[src/rtl/cdt_pkg.sv]
package cdt_pkg;
  localparam int VEC_W = 8;

  typedef struct packed {
    logic             periodic;
    logic             mask;
    logic [VEC_W-1:0] vector;
  } ctrl_word_t;
endpackage

[src/rtl/cdt_regs.sv]
module cdt_regs #(
  parameter int          ADDR_W  = 12,
  parameter int          DATA_W  = 32,
  parameter int          CODE_W  = 3,
  parameter int          PER_BIT = 17,
  parameter int          MSK_BIT = 16,
  parameter logic [11:0] OFF_CTL = 12'h320,
  parameter logic [11:0] OFF_INI = 12'h380,
  parameter logic [11:0] OFF_CUR = 12'h390,
  parameter logic [11:0] OFF_DIV = 12'h3E0
) (
  input  logic                   clk,
  input  logic                   rst,
  input  logic                   wr,
  input  logic                   rd,
  input  logic [ADDR_W-1:0]      addr,
  input  logic [DATA_W-1:0]      wdata,
  input  logic [DATA_W-1:0]      live_cnt,
  output logic [DATA_W-1:0]      rdata,
  output logic                   rvalid,
  output cdt_pkg::ctrl_word_t    ctrl,
  output logic [DATA_W-1:0]      start_cnt,
  output logic [CODE_W-1:0]      div_code,
  output logic                   load,
  output logic [DATA_W-1:0]      load_val,
  output logic                   pre_restart
);
  localparam int VW = cdt_pkg::VEC_W;

  logic hit_ctl, hit_ini, hit_cur, hit_div;
  assign hit_ctl = (addr == ADDR_W'(OFF_CTL));
  assign hit_ini = (addr == ADDR_W'(OFF_INI));
  assign hit_cur = (addr == ADDR_W'(OFF_CUR));
  assign hit_div = (addr == ADDR_W'(OFF_DIV));

  assign load        = wr && hit_ini;
  assign load_val    = wdata;
  assign pre_restart = wr && (hit_ini || hit_div);

  always_ff @(posedge clk) begin
    if (rst) begin
      ctrl.periodic <= 1'b0;
      ctrl.mask     <= 1'b1;
      ctrl.vector   <= '0;
      start_cnt     <= '0;
      div_code      <= '0;
    end else if (wr) begin
      if (hit_ctl) begin
        ctrl.periodic <= wdata[PER_BIT];
        ctrl.mask     <= wdata[MSK_BIT];
        ctrl.vector   <= wdata[VW-1:0];
      end
      if (hit_ini) start_cnt <= wdata;
      if (hit_div) div_code  <= wdata[CODE_W-1:0];
    end
  end

  logic [DATA_W-1:0] rd_mux;
  always_comb begin
    rd_mux = '0;
    if (hit_ctl) begin
      rd_mux[PER_BIT]  = ctrl.periodic;
      rd_mux[MSK_BIT]  = ctrl.mask;
      rd_mux[VW-1:0]   = ctrl.vector;
    end else if (hit_ini) begin
      rd_mux = start_cnt;
    end else if (hit_cur) begin
      rd_mux = live_cnt;
    end else if (hit_div) begin
      rd_mux[CODE_W-1:0] = div_code;
    end
  end

  always_ff @(posedge clk) begin
    if (rst) begin
      rdata  <= '0;
      rvalid <= 1'b0;
    end else begin
      rvalid <= rd;
      rdata  <= rd ? rd_mux : '0;
    end
  end
endmodule

[src/rtl/cdt_prescaler.sv]
module cdt_prescaler #(
  parameter int CODE_W = 3
) (
  input  logic              clk,
  input  logic              rst,
  input  logic              restart,
  input  logic [CODE_W-1:0] code,
  output logic              tick
);
  localparam int PRE_W = (1 << CODE_W) - 1;

  logic [PRE_W-1:0] cnt;
  logic [PRE_W:0]   span;
  logic [PRE_W-1:0] limit;

  always_comb begin
    if (code == {CODE_W{1'b1}}) begin
      span = '0;
      limit = '0;
    end else begin
      span  = (PRE_W+1)'(1) << (code + 1'b1);
      limit = PRE_W'(span - 1'b1);
    end
  end

  assign tick = (cnt == limit);

  always_ff @(posedge clk) begin
    if (rst || restart) cnt <= '0;
    else if (tick)      cnt <= '0;
    else                cnt <= cnt + 1'b1;
  end
endmodule

[src/rtl/cdt_counter.sv]
module cdt_counter #(
  parameter int DATA_W = 32
) (
  input  logic              clk,
  input  logic              rst,
  input  logic              load,
  input  logic [DATA_W-1:0] load_val,
  input  logic              tick,
  input  logic              periodic,
  input  logic [DATA_W-1:0] reload_val,
  output logic [DATA_W-1:0] cnt,
  output logic              fire
);
  logic at_one;
  assign at_one = (cnt == DATA_W'(1));
  assign fire   = !load && tick && at_one;

  always_ff @(posedge clk) begin
    if (rst)                        cnt <= '0;
    else if (load)                  cnt <= load_val;
    else if (tick && cnt != '0) begin
      if (at_one) cnt <= periodic ? reload_val : '0;
      else        cnt <= cnt - 1'b1;
    end
  end
endmodule

[src/rtl/countdown_irq_timer.sv]
module countdown_irq_timer #(
  parameter int ADDR_W = 12,
  parameter int DATA_W = 32,
  parameter int CODE_W = 3
) (
  input  logic                       clk,
  input  logic                       rst,
  input  logic                       bus_wr,
  input  logic                       bus_rd,
  input  logic [ADDR_W-1:0]          bus_addr,
  input  logic [DATA_W-1:0]          bus_wdata,
  output logic [DATA_W-1:0]          bus_rdata,
  output logic                       bus_rvalid,
  output logic                       irq_pulse,
  output logic [cdt_pkg::VEC_W-1:0]  irq_vector
);
  cdt_pkg::ctrl_word_t ctrl;
  logic [DATA_W-1:0]   start_cnt, live_cnt, load_val;
  logic [CODE_W-1:0]   div_code;
  logic                load, pre_restart, tick, fire;

  cdt_regs #(.ADDR_W(ADDR_W), .DATA_W(DATA_W), .CODE_W(CODE_W)) u_regs (
    .clk(clk), .rst(rst), .wr(bus_wr), .rd(bus_rd), .addr(bus_addr),
    .wdata(bus_wdata), .live_cnt(live_cnt), .rdata(bus_rdata),
    .rvalid(bus_rvalid), .ctrl(ctrl), .start_cnt(start_cnt),
    .div_code(div_code), .load(load), .load_val(load_val),
    .pre_restart(pre_restart)
  );

  cdt_prescaler #(.CODE_W(CODE_W)) u_pre (
    .clk(clk), .rst(rst), .restart(pre_restart), .code(div_code), .tick(tick)
  );

  cdt_counter #(.DATA_W(DATA_W)) u_cnt (
    .clk(clk), .rst(rst), .load(load), .load_val(load_val), .tick(tick),
    .periodic(ctrl.periodic), .reload_val(start_cnt), .cnt(live_cnt),
    .fire(fire)
  );

  always_ff @(posedge clk) begin
    if (rst) begin
      irq_pulse  <= 1'b0;
      irq_vector <= '0;
    end else begin
      irq_pulse  <= fire && !ctrl.mask;
      irq_vector <= (fire && !ctrl.mask) ? ctrl.vector : '0;
    end
  end
endmodule

[config.mk]
export PLATFORM = sky130hd
export DESIGN_NAME = countdown_irq_timer
export DESIGN_NICKNAME = d
export VERILOG_FILES = /design/src/rtl/cdt_pkg.sv /design/src/rtl/cdt_regs.sv /design/src/rtl/cdt_prescaler.sv /design/src/rtl/cdt_counter.sv /design/src/rtl/countdown_irq_timer.sv
export SDC_FILE = /design/constraint.sdc
export NUM_CORES = 1
export LEC_CHECK = 0
export BUFFER_PORTS_ARGS = -buffer_cell sky130_fd_sc_hd__buf_2
export CORE_ASPECT_RATIO = 0.9
export CORE_MARGIN = 3
export CORE_UTILIZATION = 45
export CTS_BUF_LIST = sky130_fd_sc_hd__clkbuf_2 sky130_fd_sc_hd__clkbuf_4 sky130_fd_sc_hd__clkbuf_8
export DETAILED_ROUTE_END_ITERATION = 10
export PLACE_DENSITY = 0.62
export SYNTH_ARGS = -nofsm -noshare
export SYNTH_HDL_FRONTEND = slang
export SYNTH_SLANG_ARGS = --single-unit
[constraint.sdc]
create_clock -name clk -period 7.3 [get_ports clk]
set_clock_uncertainty 0.2 [all_clocks]
set_input_delay 0.73 -clock clk [delete_from_list [all_inputs] [get_ports clk]]
set_output_delay 0.73 -clock clk [all_outputs]
set_load 0.005 [all_outputs]
# After elaboration in Yosys (flattened, before gate mapping)
# Index checks and enable logic that the tools add are counted.
[op_classes]
div = 0
add_sub_neg = 4
n_reduce_logical = 19
n_lt_le_gt_ge = 0
mux = 11
eq_ne = 7
bitwise_logic = 2
shifts = 1
mul = 0
[op_table]
columns = ["op", "n"]
rows = [
  ["32-bit two-way mux", 5],
  ["12-bit by 10-bit equality test with 1-bit output (second input constant)", 4],
  ["32-bit by 1-bit equality test with 1-bit output (second input constant)", 1],
  ["32-bit nonzero test", 1],
  ["32-bit by 1-bit subtractor with 32-bit output (second input constant)", 1],
  ["29-bit two-way mux", 1],
  ["8-bit two-way mux", 1],
  ["7-bit by 1-bit adder with 7-bit output (second input constant)", 1],
  ["7-bit equality test", 1],
  ["7-bit two-way mux", 1],
  ["1-bit by 3-bit << shifter with 7-bit output (first input constant)", 1],
  ["7-bit by 1-bit subtractor with 7-bit output (second input constant)", 1],
  ["1-bit logical AND", 6],
  ["3-bit two-way mux", 2],
  ["2-bit AND reduction", 3],
  ["2-bit OR reduction", 3],
  ["3-bit by 1-bit adder with 3-bit output (second input constant)", 1],
  ["3-bit equality test (second input constant)", 1],
  ["3-bit OR reduction", 1],
  ["1-bit logical NOT", 2],
  ["1-bit logical OR", 2],
  ["2-bit two-way mux", 1],
  ["1-bit NOT", 2],
  ["2-bit nonzero test", 1],
]
[totals]
memories = 0
in_bits = 48
regBits = 126
elab_cells = 56
out_inout_bits = 42
rom_bits = 0
mem_bits_rw = 0
latchBits = 0

# Longest topological paths before layout
# Gate-level depths: netlist of run 1.
[depth]
depth_word = 10
mapped_depth = 14
depth_no_buf = 11

# Modules after synthesis
# Synthesis of run 1 repeated with hierarchy kept, for this count alone.
[hier_totals]
cells_unflattened = 752
area_unflattened_um2 = 6860.3
[by_module_without_submodules]
columns = ["mod", "area_per_inst_um2", "n_inst", "cells_per_inst", "seq_area_each_um2"]
rows = [
  ["cdt_regs", 3269.4, 1, 321, 1561.5],
  ["cdt_counter", 2587.5, 1, 324, 640.6],
  ["cdt_prescaler", 715.7, 1, 89, 140.1],
  ["countdown_irq_timer", 287.8, 1, 18, 180.2],
]

# Least setup slack after synthesis of run 1
# OpenSTA, ideal clock, no wires.
[synth_path]
kind = "reg-to-reg"
start = "reg u_regs.div_code[1]"
end = "reg u_cnt.cnt[12]"
required_ns = 7.009
path_stages_with_launch = 14
setup_slack_ns = 3.780
setup_time_ns = 0.091
synth_period_minus_slack_ns = 3.520
arrival_ns = 3.229
n_path_buf = 2
cell_sequence = "dfxtp_1 -> buf_2 -> and2_1 -> ha_1 -> buf_2 -> or3_1 -> ha_1 -> xor2_1 -> nand2_1 -> and4_1 -> nor4_4 -> nand2_4 -> or4_1 -> a311oi_1"
[synth_between]
elab_chain_len = 7
elab_cells_between_ends = 8
cone_classes = "add/sub (2); eq/ne (2); shift (1); mux (1); reduce/logical (2)"
[synth_rtl]
columns = ["item", "line_no", "rtl"]
rows = [
  ["from (decl)", "cdt_regs.sv:23", "output logic [CODE_W-1:0] div_code,"],
  ["from (signal assigned)", "cdt_regs.sv:54", "if (hit_div) div_code <= wdata[CODE_W-1:0];"],
  ["3-bit by 1-bit adder with 3-bit output", "cdt_prescaler.sv:21", "span = (PRE_W+1)'(1) << (code + 1'b1);"],
  ["1-bit by 3-bit << shifter with 7-bit output", "cdt_prescaler.sv:21", ""],
  ["7-bit by 1-bit subtractor with 7-bit output", "cdt_prescaler.sv:22", "limit = PRE_W'(span - 1'b1);"],
  ["7-bit two-way mux *", "cdt_prescaler.sv:17", "if (code == {CODE_W{1'b1}}) begin"],
  ["7-bit equality test *", "cdt_prescaler.sv:26", "assign tick = (cnt == limit);"],
  ["1-bit logical AND *", "cdt_counter.sv:21", "else if (tick && cnt != '0) begin"],
  ["2-bit nonzero test (no source line) *", "--", ""],
  ["to (signal assigned)", "cdt_counter.sv:20", "else if (load) cnt <= load_val;"],
  ["to (signal assigned)", "cdt_counter.sv:22", "if (at_one) cnt <= periodic ? reload_val : '0;"],
  ["to (signal assigned)", "cdt_counter.sv:23", "else cnt <= cnt - 1'b1;"],
  ["to (decl)", "cdt_counter.sv:11", "output logic [DATA_W-1:0] cnt,"],
]
# Every way passes the cells marked *; elsewhere a longest branch is shown, timed or not.
# A chain may end at the register's enable or synchronous reset.

# Worst setup path in the final report of run 1
[layout_path]
start = "reg u_regs.div_code[0]"
end = "reg u_cnt.cnt[10]"
# The elaborated chain is that of the path after synthesis.

==> flow_metrics.tcl, run 1 <==
set metrics [dict create \
    outcome "completed" \
    worst_setup_path_end_kind "flip-flop" \
    finish.instance_area_mm2 0.00718 \
    drt_wl_total_um 19300 \
    setup_viol 0 \
    slowest_stage "and2_1" \
    rr_endpoint "u_cnt.cnt[10]$_SDFFE_PP0P_" \
    max-slew-margin-rel 0.231 \
    rsz0062_at_grt "false" \
    hold_depth 2 \
    holdPathEnd "u_regs.start_cnt[28]$_SDFFE_PP0P_" \
    grt_usage 0.257 \
    drv_slew 0 \
    powerDensity_mw_per_mm2 407 \
    drv_cap 0 \
    syn_avg_cell_area_um2 8.03 \
    hold_viol_final 0 \
    cts_buffers 17 \
    post-route-drc-count 0 \
    startpoint_type "flip-flop" \
    fin_crit_ns 4.32 \
    num_vias 6183 \
    cts_tree "built" \
    hold_path.class "flip-flop to flip-flop" \
    grt_pass1_wl_um 30800 \
    fmaxAchievable_ghz 0.231 \
    clock_path_buffers 2 \
    p_int_mw 1.66 \
    rr_worst_depth 11 \
    antenna_found_initial 0 \
    synth.most_common_cell "dfxtp_1" \
    clock_latency_ns 0.46 \
    yosys.cell_types.count 62 \
    h-tree-depth 4 \
    netlist_area_mm2 0.00617 \
    placed_cell_area_mm2 0.00670 \
    crit_path_max_incr_delay_ns 0.53 \
    clockPowerShare 0.253 \
    place_congestion 0.973 \
    crit_arrival_ns 4.47 \
    cts_hold_buf 0 \
    tightestPinTransition_ns 1.15 \
    syn_to_final_growth_pct 16.3 \
    final_cells 1007 \
    cts_setup_buffers 0 \
    ys_seq_elements 126 \
    wire_per_inst_um 19.1 \
    synthCells 769 \
    p_leak_nw 2.71 \
    io_pins 90 \
    antennaDiodeCount 0 \
    switching_share 0.431 \
    clkTransAtPathRegs_ns 0.07 \
    required_ns 7.46 \
    num_rows 39 \
    peakVddDrop_uv 273 \
    via_per_inst 6.14 \
    grt_overflow 0 \
    path_cells "and2_1 > ha_1 > or3_1 > ha_1 > xor2_1 > nand2_1 > and4_1 > nor4_4 > and2_1 > nand2_1 > o311ai_0" \
    die_w_um 129 \
    dp_cells 975 \
    seqPwrFrac 0.296 \
    initial_core_util 0.474 \
    root_buffer "clkbuf_8" \
    fin_tns_setup_ns 0 \
    cp_top_family "simple AND/OR/NAND/NOR gates" \
    hp-start "u_regs.start_cnt[28]$_SDFFE_PP0P_" \
    synth_edf_count 0 \
    ys_warn_count 0 \
    critical_path_buf_inv_count 0 \
    die-area_mm2 0.0152 \
    cts_resized 0 \
    final_layout_size_suffix_gt1_frac 0.183 \
    final_nets 883 \
    yosys.area.top_type_share 0.409 \
    async_flop_share 0 \
    ys.flop_type "dfxtp_1" \
    die_h_um 117 \
    synth_common_cells "dfxtp_1 (126), nand2_1 (121), nor2_1 (76)" \
    hpwl_um 12500 \
    first_global_vias 5933 \
    ant_nets 0 \
    r2r_start "u_regs.div_code[0]$_SDFFE_PP0P_" \
    ff2ff_setup_slack_ns 2.98 \
    synth_nets 822 \
    pwr-share-comb 0.451 \
    core_mm2 0.0130 \
    drtPass1Iterations 5 \
    grt_max_degree 75 \
    period_share 0.592 \
    synth_area_leader_cell "dfxtp_1" \
    synth_area_leaders "dfxtp_1 (41%), nand2_1 (7.4%), a21oi_1 (5.3%)" \
    port_buffers 89 \
    yosysSeqAreaShare 0.409 \
    drtIter0Drc 623 \
    crit_type "flip-flop to flip-flop" \
    p_switching_mw 1.26 \
    cts_sinks 126 \
    crit_fanout 11 \
]
==> worst register-to-register path, delay by kind of cell (launching register included) <==
| family | cells | cell delay (ns) |
|---|---|---|
| AO/OA/AOI/OAI | 1 | 0.37 |
| adder cells (fa/ha/maj) | 2 | 0.66 |
| XOR/XNOR | 1 | 0.24 |
| AND/OR/NAND/NOR | 7 | 2.24 |
| flip-flops | 1 | 0.52 |
==> area by class of cell <==
class / instances / area, um2
Clock buffer: 20 / 275
Fill cell: 1255 / 5850
Multi-Input combinational cell: 573 / 3400
Sequential cell: 126 / 2520
Tap cell: 164 / 205
Clock inverter: 12 / 205
Inverter: 12 / 45.0
Timing Repair Buffer: 100 / 528
==> cells by family (layout without fill, tap and decap cells) <==
kind of cell             after synthesis  in the layout  share of synthesized area
AO/OA/AOI/OAI                        190            190                      0.206
XOR/XNOR                              17             17                     0.0241
adder cells (fa/ha/maj)                5              5                     0.0101
buffers and inverters                 70            144                     0.0468
flip-flops                           126            126                      0.409
multiplexers                           1              1                    0.00162
AND/OR/NAND/NOR                      360            360                      0.302
==> routing by layer <==
| layer | global-route usage | part of all wire | vias to the layer above | routed length [um] |
|---|---|---|---|---|
| li1 | - | - | 2940 | - |
| met1 | 0.338 | 0.44 | 2954 | 8470 |
| met2 | 0.412 | 0.46 | 244 | 8820 |
| met3 | 0.0590 | 0.076 | 45 | 1460 |
| met4 | 0.105 | 0.027 | 0 | 520 |
| met5 | 0 | 0 | - | 0 |
==> how the worst max path moves through the flow <==
stage | start | to | slack, ns | cells past startpoint
4_1_cts | u_regs.div_code[1]$_SDFFE_PP0P_ | u_cnt.cnt[4]$_SDFFE_PP0P_ | 3.06 | 11
5_1_grt | u_regs.div_code[1]$_SDFFE_PP0P_ | u_cnt.cnt[10]$_SDFFE_PP0P_ | 2.77 | 11
2_1_floorplan | u_regs.div_code[1]$_SDFFE_PP0P_ | u_cnt.cnt[12]$_SDFFE_PP0P_ | 3.78 | 13
6_report | u_regs.div_code[0]$_SDFFE_PP0P_ | u_cnt.cnt[10]$_SDFFE_PP0P_ | 2.98 | 11
3_5_place_dp | u_regs.div_code[1]$_SDFFE_PP0P_ | u_cnt.cnt[4]$_SDFFE_PP0P_ | 3.09 | 11
3_3_place_gp | u_regs.div_code[1]$_SDFFE_PP0P_ | u_cnt.cnt[4]$_SDFFE_PP0P_ | 3.38 | 11
==> layout by cell type, fill, tap and decap left out, types with 6 or more instances in the layout <==
master and instances:
nand3b_1 6, a222oi_1 14, or4_1 8, buf_4 11
a22oi_1 23, inv_1 12, o21ai_0 22, nor2_1 75
o22ai_1 7, and2_1 13, dfxtp_1 126, nand2_1 121
and3_1 9, nor4_1 15, clkbuf_8 20, buf_2 89
nor3_1 20, a21oi_1 65, xor2_1 7, nand4_1 6
xnor2_1 10, nor4_4 6, a31oi_1 11, nand3_1 35
o311ai_0 8, nor3b_1 15
==> flip-flops by register name, indices dropped and copies added (netlist names), 3 cells and up <==
register / flops
u_regs.start_cnt: 32
u_pre.cnt: 7
u_regs.rdata: 32
u_regs.ctrl: 10
u_cnt.cnt: 32
irq_vector: 8
u_regs.div_code: 3
==> power groups by stage <==
stage               clock (mW)  sequential (mW)  combinational, mW
floorplan                    0            0.838               1.00
global placement             0            0.877               1.28
detailed placement           0            0.878               1.28
CTS                      0.749            0.862               1.29
global route             0.774            0.877               1.44
finish                   0.738            0.866               1.32
==> per-stage QoR <==
stage / power, mW / hold slack [ns] / worst slack [ns] / utilization
2_1_floorplan: 1.84 / 0.240 / 3.78 / -
3_5_place_dp: 2.16 / 0.263 / 3.09 / 0.514
6_report: 2.92 / 0.271 / 2.98 / 0.551
4_1_cts: 2.90 / 0.274 / 3.06 / 0.551
3_3_place_gp: 2.16 / 0.253 / 3.38 / 0.514
5_1_grt: 3.09 / 0.288 / 2.77 / 0.551
(Power assumes the default switching activity.)
==> run 2, diff against run 1 <==
--- a/config.mk
+++ b/config.mk
@@ -5,6 +5,7 @@
 export SDC_FILE = /design/constraint.sdc
 export NUM_CORES = 1
 export LEC_CHECK = 0
+export ABC_AREA = 1
 export BUFFER_PORTS_ARGS = -buffer_cell sky130_fd_sc_hd__buf_2
 export CORE_ASPECT_RATIO = 0.9
 export CORE_MARGIN = 3
==> constraint.sdc (replaced) <==
create_clock -name clk -period 4.35 [get_ports clk]
set_clock_uncertainty 0.2 [all_clocks]
set_input_delay 0.435 -clock clk [delete_from_list [all_inputs] [get_ports clk]]
set_output_delay 0.435 -clock clk [all_outputs]
set_load 0.005 [all_outputs]
==> flow_metrics.tcl, run 2 <==
set metrics [dict create \
    fmaxAchievable_ghz 0.316 \
    wl_met3_um 1220 \
    crit_fanout 64 \
    synth_area_leaders "dfxtp_1 (38%), nand2_1 (14%), nand3_1 (9.9%)" \
    powerDensity_mw_per_mm2 446 \
    ys_seq_elements 126 \
    rr_endpoint "u_cnt.cnt[31]$_SDFFE_PP0P_" \
    max-slew-margin-rel 0.280 \
    hold_depth 3 \
    drtIter0Drc 707 \
    hp-start "bus_wdata[23]" \
    clockPowerShare 0.346 \
    final_layout_size_suffix_gt1_frac 0.155 \
    core_mm2 0.0142 \
    peakVddDrop_uv 218 \
    worst_setup_path_end_kind "flip-flop" \
    holdPathEnd "u_regs.start_cnt[23]$_SDFFE_PP0P_" \
    synth.most_common_cell "nand2_1" \
    startpoint_type "flip-flop" \
    root_buffer "clkbuf_8" \
    synth_common_cells "nand2_1 (238), nand3_1 (131), nor2_1 (131)" \
    p_switching_mw 1.17 \
    io_pins 90 \
    ant_nets 0 \
    yosys.area.top_type_share 0.382 \
    first_global_vias 5848 \
    antenna_found_initial 0 \
    cts_setup_buffers 0 \
    yosysSeqAreaShare 0.382 \
    syn_avg_cell_area_um2 6.60 \
    via_per_inst 5.11 \
    cts_sinks 126 \
    cts_hold_buf 0 \
    grt_max_degree 74 \
    period_share 0.726 \
    drv_slew 0 \
    grt_pass1_wl_um 29900 \
    switching_share 0.344 \
    synth_edf_count 0 \
    synthCells 1000 \
    p_int_mw 2.22 \
    antennaDiodeCount 0 \
    wl_met2_um 7410 \
    tightestPinTransition_ns 1.08 \
    ys_warn_count 0 \
    outcome "completed" \
    wire_per_inst_um 14.3 \
    seqPwrFrac 0.383 \
    cts_tree "built" \
    hpwl_um 12300 \
    die_h_um 121 \
    final_nets 1125 \
    grt_overflow 0 \
    final_common_cell "nand2_1" \
    required_ns 4.50 \
    largestRegisters "u_cnt.cnt x32, u_regs.rdata x32, u_regs.start_cnt x32" \
    wl_met1_um 9370 \
    crit_arrival_ns 3.31 \
    rr_worst_depth 17 \
    synth_nets 1053 \
    netlist_area_mm2 0.00660 \
    grt_usage 0.231 \
    layout_common_cells "nand2_1 (238), nand3_1 (130), nor2_1 (129)" \
    ff2ff_setup_slack_ns 1.19 \
    h-tree-depth 4 \
    initial_core_util 0.466 \
    drtPass1Iterations 5 \
    async_flop_share 0 \
    hold_path.class "input port to flip-flop" \
    fin_tns_setup_ns 0 \
    fin_crit_ns 3.16 \
    pwr-share-comb 0.271 \
    ys.flop_type "dfxtp_1" \
    die_w_um 134 \
    drt_wl_total_um 18200 \
    synth_area_leader_cell "dfxtp_1" \
    clock_path_buffers 2 \
    drv_cap 0 \
    rsz0062_at_grt "false" \
    place_congestion 0.874 \
    post-route-drc-count 0 \
    syn_to_final_growth_pct 15.0 \
    port_buffers 89 \
    whs_ns 0.0467 \
    cts_buffers 17 \
    p_leak_nw 3.38 \
    crit_type "flip-flop to flip-flop" \
    routed.top_layer "met4" \
    r2r_start "u_regs.div_code[1]$_SDFFE_PP0P_" \
    setup_viol 0 \
    num_rows 41 \
    cts_resized 0 \
    clkTransAtPathRegs_ns 0.07 \
    yosys.cell_types.count 32 \
    hold_viol_final 0 \
    clock_latency_ns 0.46 \
    die-area_mm2 0.0162 \
    num_vias 6535 \
]
run 2: cell families (layout without fill, tap and decap cells):
logic type,count (synthesis),count (layout),share of synthesized area
xor+xnor,21,21,0.0279
fa+ha+maj,5,5,0.00948
compound gates,153,153,0.123
simple gates,553,553,0.366
buf+inv,142,227,0.0910
flops,126,126,0.382
run 2: per-layer routing:
layer  up-vias  track usage
met3        22       0.0435
met4         0       0.0726
met5         -            0
li1       3388            -
met1      2930        0.352
met2       195        0.327
run 2: power groups by stage:
stage	registers, mW	clock network (mW)	logic (mW)
CTS	1.30	1.19	0.908
finish	1.30	1.17	0.916
global placement	1.32	0	0.898
detailed placement	1.32	0	0.903
global route	1.31	1.23	1.06
floorplan	1.30	0	0.742
run 2: layout make-up:
cell class,instances,area (um2)
multi-input cells,732,3490
fillers,1488,6570
clock inverters,10,160
well taps,193,241
repair buffers,99,520
flip-flops and latches,126,2520
clock buffers,22,290
inverters,96,360
run 2: worst max path at each step:
stage | start | cells past startpoint | to | slack, ns
2_1_floorplan | u_regs.div_code[1]$_SDFFE_PP0P_ | 16 | u_cnt.cnt[13]$_SDFFE_PP0P_ | 1.62
3_3_place_gp | u_regs.div_code[1]$_SDFFE_PP0P_ | 15 | irq_vector[5]$_SDFF_PP0_ | 1.30
3_5_place_dp | u_regs.div_code[1]$_SDFFE_PP0P_ | 17 | u_cnt.cnt[6]$_SDFFE_PP0P_ | 1.25
4_1_cts | u_regs.div_code[1]$_SDFFE_PP0P_ | 17 | u_cnt.cnt[6]$_SDFFE_PP0P_ | 1.22
5_1_grt | u_regs.div_code[1]$_SDFFE_PP0P_ | 17 | u_cnt.cnt[11]$_SDFFE_PP0P_ | 0.90
6_report | u_regs.div_code[1]$_SDFFE_PP0P_ | 17 | u_cnt.cnt[31]$_SDFFE_PP0P_ | 1.19
run 2: stage by stage:
step | instances | utilization | cell area (um2) | worst slack (ns) | total power [mW]
3_5_place_dp | 1246 | 0.504 | 7140 | 1.25 | 2.22
3_3_place_gp | 1246 | 0.504 | 7140 | 1.30 | 2.22
4_1_cts | 1278 | 0.536 | 7590 | 1.22 | 3.39
5_1_grt | 1278 | 0.536 | 7590 | 0.900 | 3.60
2_1_floorplan | 1000 | - | 6600 | 1.62 | 2.04
6_report | 1278 | 0.536 | 7590 | 1.19 | 3.38
run 2: critical path, stage by stage (launching register included):
cell and delay [ns]:
dfxtp_1 0.40, nand2_2 0.11, inv_2 0.08, ha_1 0.26, inv_1 0.21, nand3_1 0.13
ha_1 0.23, inv_1 0.10, nor2_1 0.05, nor2_1 0.12, nand3_1 0.09, nand2_1 0.07
inv_1 0.06, nand4_4 0.07, buf_4 0.55, nand3_1 0.15, nand2_1 0.10, nor2_1 0.04
==> run 3, diff against run 2 <==
==> constraint.sdc (replaced) <==
create_clock -name clk -period 2.93 [get_ports clk]
set_clock_uncertainty 0.2 [all_clocks]
set_input_delay 0.293 -clock clk [delete_from_list [all_inputs] [get_ports clk]]
set_output_delay 0.293 -clock clk [all_outputs]
set_load 0.005 [all_outputs]
==> flow_metrics.tcl, run 3 (same netlist as run 2, synthesis figures left out) <==
set metrics [dict create \
    outcome "completed" \
    ff2ff_setup_slack_ns 0.11 \
    post-route-drc-count 0 \
    finish.instance_area_mm2 0.00825 \
    met2_usage 0.349 \
    syn_to_final_growth_pct 25.1 \
    startpoint_type "flip-flop" \
    initial_core_util 0.466 \
    grt_usage 0.241 \
    die_w_um 134 \
    fin_crit_ns 2.82 \
    grt_use_met3 0.0560 \
    die_h_um 121 \
    cp_top_family "simple AND/OR/NAND/NOR gates" \
    required_ns 3.08 \
    max-slew-margin-rel 0.512 \
    layout_common_cells "nand2_1 (238), nor2_1 (128), nand3_1 (127)" \
    placed_cell_area_mm2 0.00724 \
    num_rows 41 \
    root_buffer "clkbuf_8" \
    core_mm2 0.0142 \
    worst_setup_path_end_kind "flip-flop" \
    drtPass1Iterations 5 \
    antennaDiodeCount 0 \
    drt_wl_total_um 20000 \
    cts_buffers 17 \
    r2r_start "u_regs.div_code[0]$_SDFFE_PP0P_" \
    path_cells "nand2_4 > inv_4 > ha_4 > inv_4 > nand3_2 > ha_4 > nor2_2 > xnor2_1 > nand2_1 > nor2_1 > nand2_1 > nor2_4 > nand4_4 > buf_6 > a21oi_1 > nor2_1" \
    h-tree-depth 4 \
    via_per_inst 5.13 \
    clock_path_buffers 2 \
    crit_type "flip-flop to flip-flop" \
    cts_tree "built" \
    antenna_found_initial 0 \
    tightestPinTransition_ns 0.732 \
    grt_pass1_wl_um 31000 \
    clkTransAtPathRegs_ns 0.08 \
    hold_viol_final 0 \
    p_leak_nw 3.70 \
    rr_endpoint "u_cnt.cnt[24]$_SDFFE_PP0P_" \
    pre_cts_slack_ns 0.0379 \
    drv_slew 0 \
    fmaxAchievable_ghz 0.355 \
    first_global_vias 6129 \
    critical_path_buf_inv_count 3 \
    fill_cells 1377 \
    final_layout_size_suffix_gt1_frac 0.174 \
    clock_latency_ns 0.46 \
    rr_worst_depth 16 \
    crit_path_max_incr_delay_ns 0.36 \
    hold_path.class "input port to flip-flop" \
    grt_max_degree 72 \
    grtUsageMet1 0.359 \
    cp.depth 16 \
    powerDensity_mw_per_mm2 620 \
    crit_path_start "u_regs.div_code[0]$_SDFFE_PP0P_" \
    setup_viol 0 \
    die-area_mm2 0.0162 \
    regArea_mm2 0.00253 \
    crit_arrival_ns 2.97 \
    grt_busiest_layer "met1" \
    whs_ns 0.178 \
    peakVddDrop_uv 476 \
    drtIter0Drc 581 \
    p_total_mw 5.12 \
    num_vias 6849 \
    wire_per_inst_um 15.0 \
    slowest_stage "dfxtp_4" \
    multiInputGateArea_mm2 0.00355 \
    port_buffers 89 \
    io_pins 90 \
    grt_overflow 0 \
    final_nets 1183 \
    place_congestion 0.902 \
    hpwl_um 12800 \
    endpoint "u_cnt.cnt[24]$_SDFFE_PP0P_" \
    fin_ws_ns 0.115 \
    drv_cap 0 \
    final_common_cell "nand2_1" \
    period_share 0.961 \
    crit_fanout 16 \
    largestRegisters "u_cnt.cnt x32, u_regs.rdata x32, u_regs.start_cnt x32" \
    cts_sinks 126 \
    fin_tns_setup_ns 0 \
    ant_nets 0 \
]
==> run 3: area by class of cell <==
| type | instances | share of cell area |
|---|---|---|
| clock buffer | 20 | 0.0318 |
| inverter | 96 | 0.0443 |
| timing repair buffer | 157 | 0.138 |
| tap | 193 | 0.0293 |
| sequential | 126 | 0.307 |
| multi-input combinational | 732 | 0.430 |
| clock inverter | 11 | 0.0202 |
==> run 3: worst min-delay path by stage <==
stage | startpoint | endpoint | slack, ns | cells after the start
finish | bus_addr[7] | u_regs.ctrl[5]$_SDFFE_PP0P_ | 0.18 | 5
global route | bus_addr[7] | u_regs.ctrl[9]$_SDFFE_PP0P_ | 0.19 | 5
CTS | bus_addr[7] | u_regs.ctrl[5]$_SDFFE_PP0P_ | 0.14 | 5
detailed placement | u_regs.start_cnt[25]$_SDFFE_PP0P_ | u_regs.rdata[25]$_SDFF_PP0_ | 0.25 | 2
global placement | u_regs.start_cnt[30]$_SDFFE_PP0P_ | u_regs.rdata[30]$_SDFF_PP0_ | 0.25 | 2
floorplan | u_regs.start_cnt[31]$_SDFFE_PP0P_ | u_regs.rdata[31]$_SDFF_PP0_ | 0.24 | 2
==> run 3: worst register-to-register path, delay by kind of cell (launching register included) <==
kind / cells / cell delay, ns
compound gates: 1 / 0.15
fa+ha+maj: 2 / 0.50
flops: 1 / 0.36
xor+xnor: 1 / 0.14
simple gates: 9 / 0.97
buf+inv: 3 / 0.39
==> run 3: power breakdown <==
| group | switching, mW | internal (mW) | total (mW) | leakage [nW] |
|---|---|---|---|---|
| Sequential | 0.120 | 1.81 | 1.93 | 1.02 |
| Clock | 0.708 | 0.959 | 1.67 | 0.211 |
| Combinational | 0.951 | 0.572 | 1.52 | 2.47 |
==> run 3: what timing repair did <==
| item | in CTS | in global routing |
|---|---|---|
| buffers inserted | 0 | 4 |
| hold buffers | 37 | 0 |
| resized for setup | 0 | 18 |
| hold endpoints to repair | 51 | 0 |
| setup endpoints to repair | 0 | 48 |
==> run 3: stage by stage <==
stage / util / cells
after floorplan: - / 1000
after global placement: 0.512 / 1257
after detailed placement: 0.512 / 1257
after CTS: 0.568 / 1325
after global routing: 0.583 / 1335
final: 0.583 / 1335
==> run 3: layer usage <==
layer  vias to the layer above  wire, um
li1                       3510         -
met1                      3087      9920
met2                       237      8280
met3                        15      1620
met4                         0       213
met5                         -         0
